==> config.mk <==
export PLATFORM = sky130hd
export DESIGN_NAME = pwr_fault_ctl
export DESIGN_NICKNAME = d
export VERILOG_FILES = /design/src/rtl/pfc_pkg.sv /design/src/rtl/pfc_sync.sv /design/src/rtl/pfc_fault.sv /design/src/rtl/pfc_regs.sv /design/src/rtl/pfc_drive.sv /design/src/rtl/pwr_fault_ctl.sv
export SDC_FILE = /design/constraint.sdc
export NUM_CORES = 1
export LEC_CHECK = 0
export BUFFER_PORTS_ARGS = -buffer_cell sky130_fd_sc_hd__buf_2
export CORE_MARGIN = 5
export CORE_UTILIZATION = 30
export CTS_CLUSTER_DIAMETER = 200
export DETAILED_ROUTE_END_ITERATION = 8
export GPL_ROUTABILITY_DRIVEN = 0
export HOLD_SLACK_MARGIN = 0.12
export PLACE_DENSITY_LB_ADDON = 0.1
export SETUP_SLACK_MARGIN = 0.3
export SLEW_MARGIN = 30
export SYNTH_ARGS = -nofsm -noshare
export SYNTH_HDL_FRONTEND = slang
export SYNTH_HIERARCHICAL = 1
export SYNTH_SLANG_ARGS = --single-unit
==> constraint.sdc <==
create_clock -name clk -period 1.3 [get_ports clk]
set_input_delay 0.065 -clock clk [delete_from_list [all_inputs] [get_ports clk]]
set_output_delay 0.065 -clock clk [all_outputs]
set_load 0.005 [all_outputs]
==> src/rtl/pfc_pkg.sv <==
package pfc_pkg;

  localparam int unsigned CTRL_OFS = 32'h400;
  localparam int unsigned STAT_OFS = 32'h404;

  typedef enum logic [1:0] {
    ACT_KEEP  = 2'd0,
    ACT_FLOAT = 2'd1,
    ACT_LOW   = 2'd2,
    ACT_HIGH  = 2'd3
  } fault_act_e;

  typedef struct packed {
    fault_act_e action;
    logic       auto_en;
    logic       hi_sense;
    logic       in_en;
    logic       drv_en;
    logic       drv_lvl;
  } ctrl_t;

endpackage

==> src/rtl/pfc_sync.sv <==
module pfc_sync #(
  parameter int unsigned STAGES = 2
) (
  input  logic clk,
  input  logic rst_n,
  input  logic d_async,
  output logic q_sync
);
  logic [STAGES-1:0] chain;

  for (genvar i = 0; i < STAGES; i++) begin : g_stage
    if (i == 0) begin : g_first
      always_ff @(posedge clk or negedge rst_n)
        if (!rst_n) chain[0] <= 1'b0;
        else        chain[0] <= d_async;
    end else begin : g_next
      always_ff @(posedge clk or negedge rst_n)
        if (!rst_n) chain[i] <= 1'b0;
        else        chain[i] <= chain[i-1];
    end
  end

  assign q_sync = chain[STAGES-1];
endmodule

==> src/rtl/pfc_fault.sv <==
module pfc_fault (
  input  logic clk,
  input  logic rst_n,
  input  logic fault_s,
  input  logic in_en,
  input  logic hi_sense,
  input  logic flag_clr,
  output logic qual,
  output logic flag
);
  assign qual = in_en & (fault_s == hi_sense);

  always_ff @(posedge clk or negedge rst_n)
    if (!rst_n)        flag <= 1'b0;
    else if (qual)     flag <= 1'b1;
    else if (flag_clr) flag <= 1'b0;

  // a set flag survives unless a clear is written
  p_flag_sticky_r9: assert property (@(posedge clk) disable iff (!rst_n)
    (flag && !flag_clr) |=> flag);
  // a qualified fault always leaves the flag set
  p_flag_set_r9: assert property (@(posedge clk) disable iff (!rst_n)
    qual |=> flag);
  // a disabled input cannot raise the flag
  p_in_off_r5: assert property (@(posedge clk) disable iff (!rst_n)
    (!flag && !in_en) |=> !flag);
endmodule

==> src/rtl/pfc_regs.sv <==
module pfc_regs
  import pfc_pkg::*;
#(
  parameter int unsigned ADDR_W = 12,
  parameter int unsigned DATA_W = 32
) (
  input  logic              clk,
  input  logic              rst_n,
  input  logic              bus_sel,
  input  logic              bus_wr,
  input  logic [ADDR_W-1:0] bus_addr,
  input  logic [DATA_W-1:0] bus_wdata,
  output logic [DATA_W-1:0] bus_rdata,
  input  logic              flag,
  output ctrl_t             ctrl,
  output logic              flag_clr
);
  localparam logic [ADDR_W-1:0] A_CTRL = ADDR_W'(CTRL_OFS);
  localparam logic [ADDR_W-1:0] A_STAT = ADDR_W'(STAT_OFS);

  logic hit_ctrl, hit_stat, unused_wbits;

  assign hit_ctrl = bus_sel && (bus_addr == A_CTRL);
  assign hit_stat = bus_sel && (bus_addr == A_STAT);
  assign flag_clr = hit_stat && bus_wr && bus_wdata[0];
  assign unused_wbits = ^{bus_wdata[DATA_W-1:10], bus_wdata[7], bus_wdata[3:2]};

  always_ff @(posedge clk or negedge rst_n)
    if (!rst_n) ctrl <= '0;
    else if (hit_ctrl && bus_wr) begin
      ctrl.action   <= fault_act_e'(bus_wdata[9:8]);
      ctrl.auto_en  <= bus_wdata[6];
      ctrl.hi_sense <= bus_wdata[5];
      ctrl.in_en    <= bus_wdata[4];
      ctrl.drv_en   <= bus_wdata[1];
      ctrl.drv_lvl  <= bus_wdata[0];
    end

  always_comb begin
    bus_rdata = '0;
    if (hit_ctrl) begin
      bus_rdata[9:8] = ctrl.action;
      bus_rdata[6]   = ctrl.auto_en;
      bus_rdata[5]   = ctrl.hi_sense;
      bus_rdata[4]   = ctrl.in_en;
      bus_rdata[1]   = ctrl.drv_en;
      bus_rdata[0]   = ctrl.drv_lvl;
    end else if (hit_stat) begin
      bus_rdata[0] = flag;
    end
  end

  // reserved upper bits never read back as 1
  p_resv_zero_r2: assert property (@(posedge clk) disable iff (!rst_n)
    hit_ctrl |-> (bus_rdata[DATA_W-1:10] == '0 && bus_rdata[7] == 1'b0));
  // a control write lands on the next clock
  p_ctrl_wr_r10: assert property (@(posedge clk) disable iff (!rst_n)
    (hit_ctrl && bus_wr) |=> (ctrl.auto_en == $past(bus_wdata[6])));
endmodule

==> src/rtl/pfc_drive.sv <==
module pfc_drive
  import pfc_pkg::*;
(
  input  ctrl_t ctrl,
  input  logic  fault_on,
  output logic  pin_out,
  output logic  pin_oe
);
  logic take_over;
  assign take_over = ctrl.auto_en & fault_on;

  always_comb begin
    pin_oe  = ctrl.drv_en;
    pin_out = ctrl.drv_lvl;
    if (take_over) begin
      unique case (ctrl.action)
        ACT_KEEP:  ;
        ACT_FLOAT: begin pin_oe = 1'b0; pin_out = 1'b0; end
        ACT_LOW:   begin pin_oe = 1'b1; pin_out = 1'b0; end
        ACT_HIGH:  begin pin_oe = 1'b1; pin_out = 1'b1; end
        default:   ;
      endcase
    end
  end
endmodule

==> src/rtl/pwr_fault_ctl.sv <==
module pwr_fault_ctl
  import pfc_pkg::*;
#(
  parameter int unsigned ADDR_W      = 12,
  parameter int unsigned DATA_W      = 32,
  parameter int unsigned SYNC_STAGES = 2
) (
  input  logic              clk,
  input  logic              rst_n,
  input  logic              bus_sel,
  input  logic              bus_wr,
  input  logic [ADDR_W-1:0] bus_addr,
  input  logic [DATA_W-1:0] bus_wdata,
  output logic [DATA_W-1:0] bus_rdata,
  input  logic              fault_in,
  output logic              pin_out,
  output logic              pin_oe
);
  ctrl_t ctrl;
  logic  fault_s, qual, flag, flag_clr;

  pfc_regs #(.ADDR_W(ADDR_W), .DATA_W(DATA_W)) u_regs (
    .clk(clk), .rst_n(rst_n), .bus_sel(bus_sel), .bus_wr(bus_wr),
    .bus_addr(bus_addr), .bus_wdata(bus_wdata), .bus_rdata(bus_rdata),
    .flag(flag), .ctrl(ctrl), .flag_clr(flag_clr)
  );

  pfc_sync #(.STAGES(SYNC_STAGES)) u_sync (
    .clk(clk), .rst_n(rst_n), .d_async(fault_in), .q_sync(fault_s)
  );

  pfc_fault u_fault (
    .clk(clk), .rst_n(rst_n), .fault_s(fault_s), .in_en(ctrl.in_en),
    .hi_sense(ctrl.hi_sense), .flag_clr(flag_clr), .qual(qual), .flag(flag)
  );

  pfc_drive u_drive (
    .ctrl(ctrl), .fault_on(qual | flag), .pin_out(pin_out), .pin_oe(pin_oe)
  );

  // automatic action off means the pin follows software
  p_auto_off_r6: assert property (@(posedge clk) disable iff (!rst_n)
    !ctrl.auto_en |-> (pin_oe == ctrl.drv_en && pin_out == ctrl.drv_lvl));
  // with a latched flag and action 3 the pin is held high
  p_hold_high_r9: assert property (@(posedge clk) disable iff (!rst_n)
    (flag && ctrl.auto_en && ctrl.action == ACT_HIGH) |-> (pin_oe && pin_out));
  // a released pin is never driven
  p_float_r7: assert property (@(posedge clk) disable iff (!rst_n)
    (flag && ctrl.auto_en && ctrl.action == ACT_FLOAT) |-> !pin_oe);
endmodule

* Word level (Yosys, flattened, before mapping)
Index checks and enable logic that the tools add are counted.
** Word-level totals
- Bits of input ports :: 49
- Flip-flop bits (word level) :: 10
- Word-level logic and storage cells :: 37
** Operators by class
- Bitwise logic cells :: 3
- Reduce and logical (&&, ||, !) cells :: 8
- Equality and inequality tests :: 6
- Muxes and demuxes :: 11
** Operator list (number)
- $eq A12 B11 Y1 const B :: 2
- $mux W1 :: 7
- $logic_and A1 B1 Y1 :: 5
- $eq A2 B2 Y1 const B :: 2
- $pmux W1 S2 :: 2
- $reduce_or A2 Y1 :: 2
- $mux W3 :: 1
- $and A1 B1 Y1 :: 2
- $eq A2 B1 Y1 const B :: 1
- $mux W2 :: 1
- $reduce_bool A2 Y1 :: 1
- $eq A1 B1 Y1 :: 1
- $or A1 B1 Y1 :: 1

* Depth between registers and ports, before layout
- Depth in word-level cells :: 6
- Gate-level depth with buffers :: 5
- Mapped depth without buffers :: 5

* By module
Netlist, hierarchy kept.
** Modules (own cells, without submodules)
- pfc_regs :: cells each 57, instances 1, area each 581.8 sq um
- pfc_fault :: cells each 5, instances 1, area each 53.8 sq um
- pfc_sync :: cells each 2, instances 1, area each 50.0 sq um
- pfc_drive :: cells each 5, instances 1, area each 36.3 sq um
- pwr_fault_ctl :: cells each 1, instances 1, area each 6.3 sq um

* Worst setup path after synthesis
OpenSTA, ideal clock, no wires.
- Kind :: input to register
- From :: input port bus_addr[5]
- To :: register u_regs/ctrl[0] (netlist name)
- Path buffers :: 0
- Library setup time :: 125 ps
- Required time :: 1175 ps
- Setup slack :: -257 ps
- Cell stages on the path :: 3
- Arrival time :: 1433 ps
- Path through :: or4_4 nor4_4 mux2_2
** On the way
- Longest elaborated chain between the ends :: 3
** RTL lines
- start, declared :: RTL line pwr_fault_ctl.sv:12 : input logic [ADDR_W-1:0] bus_addr,
- $eq A12 B11 Y1 :: RTL line pfc_regs.sv:23 : assign hit_ctrl = bus_sel && (bus_addr == A_CTRL);
- $logic_and A1 B1 Y1 :: RTL line pfc_regs.sv:23
- $logic_and A1 B1 Y1 :: RTL line pfc_regs.sv:30 : else if (hit_ctrl && bus_wr) begin
Every way passes these cells.
A chain may end at the register's enable or synchronous reset.

* Worst setup path after layout
- From :: register u_regs/ctrl[3] (netlist name)
- To :: output port pin_out
** On the way
- Longest elaborated chain between the ends :: 5
** RTL lines
- $eq A1 B1 Y1 :: RTL line pfc_fault.sv:11 : assign qual = in_en & (fault_s == hi_sense);
- $and A1 B1 Y1 :: RTL line pfc_fault.sv:11
- net qual :: RTL line pwr_fault_ctl.sv:20 : logic fault_s, qual, flag, flag_clr;
- $or A1 B1 Y1 :: RTL line pwr_fault_ctl.sv:38 : .ctrl(ctrl), .fault_on(qual | flag), .pin_out(pin_out), .pin_oe(pin_oe)
- $and A1 B1 Y1 :: RTL line pfc_drive.sv:10 : assign take_over = ctrl.auto_en & fault_on;
- $mux W1 :: RTL line pfc_drive.sv:15 : if (take_over) begin
- end, declared :: RTL line pwr_fault_ctl.sv:16 : output logic pin_out,
The timed path passes the listed nets, and every way through them passes these cells.

==> results by group <==
Synth
  – Cells after synthesis: 70
  – Post-synthesis cell type with the largest combined area: dfrtp_1
  – Ranking of synthesized cells by area: dfrtp_1 34%, buf_4 26%, mux2_2 11%
  – Share of the synthesized area in the top cell type: 34.4%
  – Synth cell types: 23
  – Seq/Total Area, Yosys: 34.4%
  – Synthesized area divided by synthesized cell count: 10.4 um^2
  – Ys Warns: 6
  – Flip-flop and latch count after synthesis: 10
  – Cell area after synthesis: 728 um^2

Finish
  – Most common cell after layout, fill and taps aside: conb_1
  – Post-layout instance area: 1150 um^2
  – Highest-count cells in the layout ignoring fill and taps: 25 x conb_1, 24 x buf_2, 10 x buf_6, 10 x dfrtp_1, 9 x dlygate4sd3_1
  – Area added between synthesis and finish: 57.9%
  – Filler cell count in the final layout: 227
  – Number of nets in the final layout: 173
  – Antenna diode instance count: 0
  – Fraction of layout cells with a size suffix above 1: 56.1%

Routing
  – Total DRC errors in the routed layout: 0
  – Mean number of vias per cell: 4.17
  – Routed wire length per instance: 11.7 um
  – Vias: 629
  – Router iterations before antenna repair: 2
  – Initial DRC count: 7
  – Antenna Nets Post-Route: 0
  – Final routed wirelength across all metal layers: 1770 um

Die
  – Die footprint: 3510 um^2
  – Starting utilization of the core area: 32.3%
  – Row cnt: 17
  – Width of the die: 59.3 um
  – Die height: 59.3 um
  – Count of boundary I/O pins: 83
  – Core footprint: 2250 um^2

Global routing
  – Initial antenna violation count: 0
  – Gr usage total: 9.45%
  – Global-route wire length before repair: 2440 um
  – Gr ovfl total: 0
  – Vias in the first global route: 530
  – Maximum number of pins on one net before global-route repair: 11

STA
  – Number of setup violations in the final report: 16
  – Hold Violations, Final: 0
  – Final critical path time including I/O delays and setup: 1.72 ns
  – Post-route fraction of the period consumed by the critical path: 132%
  – RSZ-0062 raised after global routing: true
  – Fin worst setup slack: -0.421 ns
  – Number of max-slew violations in the final report: 0
  – Largest clock skew in the final design: 0.000820 ns
  – Fin Hold WS: 0.184 ns
  – Setup TNS: -2.81 ns
  – Highest clock frequency the design can meet: 581 MHz

CTS
  – Clock sink total: 10
  – H-tree lvl count: 1
  – Clock tree from TritonCTS: yes
  – Clock latency on the worst-skew pair: 0.26 ns
  – Clock buffer depth: 2
  – Clock slew at the register clock pins of the worst setup and hold paths: 0.07 ns
  – Cell chosen for the clock root: clkbuf_4
  – Clock buffer count from CTS: 3

Critical path
  – Data required time of the critical path: 1.24 ns
  – Startpoint types: flip-flop
  – Critical path fanouts, max: 3
  – End of the worst register-to-register path: u_fault/flag
  – Slowest stage delay, CP: 0.41 ns
  – Critical Path Sink Type: primary output
  – Worst reg2reg setup slack: 0.22 ns
  – Crit-path cells: xnor2_2 -> and2_4 -> or2_4 -> and3_4 -> a22o_1 -> buf_2
  – Number of buffers and inverters on the critical path: 1
  – Slowest CP cell: dfrtp_1
  – Type of the worst setup path: flip-flop to primary output
  – Reg-to-reg startpoint: u_regs/ctrl[3]
  – Worst endpoint data arrival time: 1.66 ns
  – Top delay family on crit path: simple AND/OR/NAND/NOR gates
  – Worst r2r path cells: 4

Job
  – Max-cap viol count: 0

Status
  – Violated checks: setup timing
  – Result of the run: finished with violations

Worst hold path
  – Hold/Removal Path Class: input pin to async pin

Place
  – Place WS: -0.384 ns
  – Half-perimeter wire length after detailed placement: 1270 um
  – Placed inst area: 865 um^2
  – Count of port buffers added during placement: 32

Power and ir drop
  – VDD IR max: 518 uV
  – Leakage power: 0.612 nW
  – Power density over the cells: 622 nW/um^2
[sequential cells by signal, indices dropped and copies added, names as in the netlist]
signal and flops:
u_fault/flag 1, u_sync/chain 1, u_regs/ctrl 7, u_sync/q_sync 1
[worst register-to-register path: stages (launching register included)]
cell and delay (ns):
dfrtp_1 0.41, xnor2_2 0.14, buf_4 0.13, buf_4 0.11, a22o_1 0.18
[synth_stat cells (all sizes together)]
cell type,number
or4,1
or2,1
and3,1
nor4,2
nor2,2
a21o,1
and2,7
nand2b,1
inv,1
mux2i,1
nand3,2
conb,1
a22o,2
mux2,7
buf,25
or4b,2
dfrtp,10
xnor2,1
or3,1
o211ai,1
[metal layers]
layer  wire length [um]  track usage (%)  share of wire, %
met5                  0                0                 0
met4                  0             2.91                 0
met3                177             3.92                10
met2                979             15.4                55
met1                617             11.2                35
[through the flow]
stage / total power (W) / util [%] / cells
6_report: 0.000715 / 51.0 / 151
5_1_grt: 0.000753 / 51.0 / 151
4_1_cts: 0.000713 / 47.2 / 148
3_5_place_dp: 0.000398 / 38.3 / 134
3_3_place_gp: 0.000397 / 38.3 / 134
2_1_floorplan: 0.000408 / - / 94
[logic make-up (layout without fill, tap and decap cells)]
group | Yosys count | after routing | synth area share [%]
xor+xnor | 1 | 1 | 1.20
compound gates | 4 | 4 | 4.64
simple gates | 20 | 20 | 20.8
other cells | 1 | 25 | 0.515
flops | 10 | 10 | 34.4
buf+inv | 26 | 55 | 26.3
mux | 8 | 8 | 12.2
[worst max-delay path by stage]
stage                         from              to  slack (ns)  depth (start not counted)
floorplan              bus_addr[5]  u_regs/ctrl[0]       -0.26                          3
global placement       bus_addr[5]    u_fault/flag       -0.38                          6
detailed placement     bus_addr[5]    u_fault/flag       -0.38                          6
CTS                 u_regs/ctrl[3]         pin_out       -0.44                          6
global route        u_regs/ctrl[3]         pin_out       -0.47                          6
finish              u_regs/ctrl[3]         pin_out       -0.42                          6
[layout make-up]
type	instances	area, um^2	area share [%]
multi-input combinational	58	449	39.1
sequential	10	250	21.8
tap	28	35.0	3.05
timing repair buffer	50	375	32.6
clock buffer	4	36.3	3.16
inverter	1	3.75	0.326
[power breakdown]
part / internal [W] / total (W) / switching, W
Sequential: 0.000316 / 0.000318 / 0.00000281
Combinational: 0.0000668 / 0.000116 / 0.0000494
Clock: 0.000170 / 0.000280 / 0.000110
[what timing repair did]
| item | in CTS | in global routing |
|---|---|---|
| gates resized for setup | 15 | 13 |
| gates cloned | 0 | 0 |
| buffers inserted | 1 | 3 |
| setup endpoints to repair | 17 | 17 |
| endpoints found under the hold margin | 18 | 0 |
| hold buffers | 9 | 0 |
| pin swaps | 13 | 6 |
(Power assumes the default switching activity.)
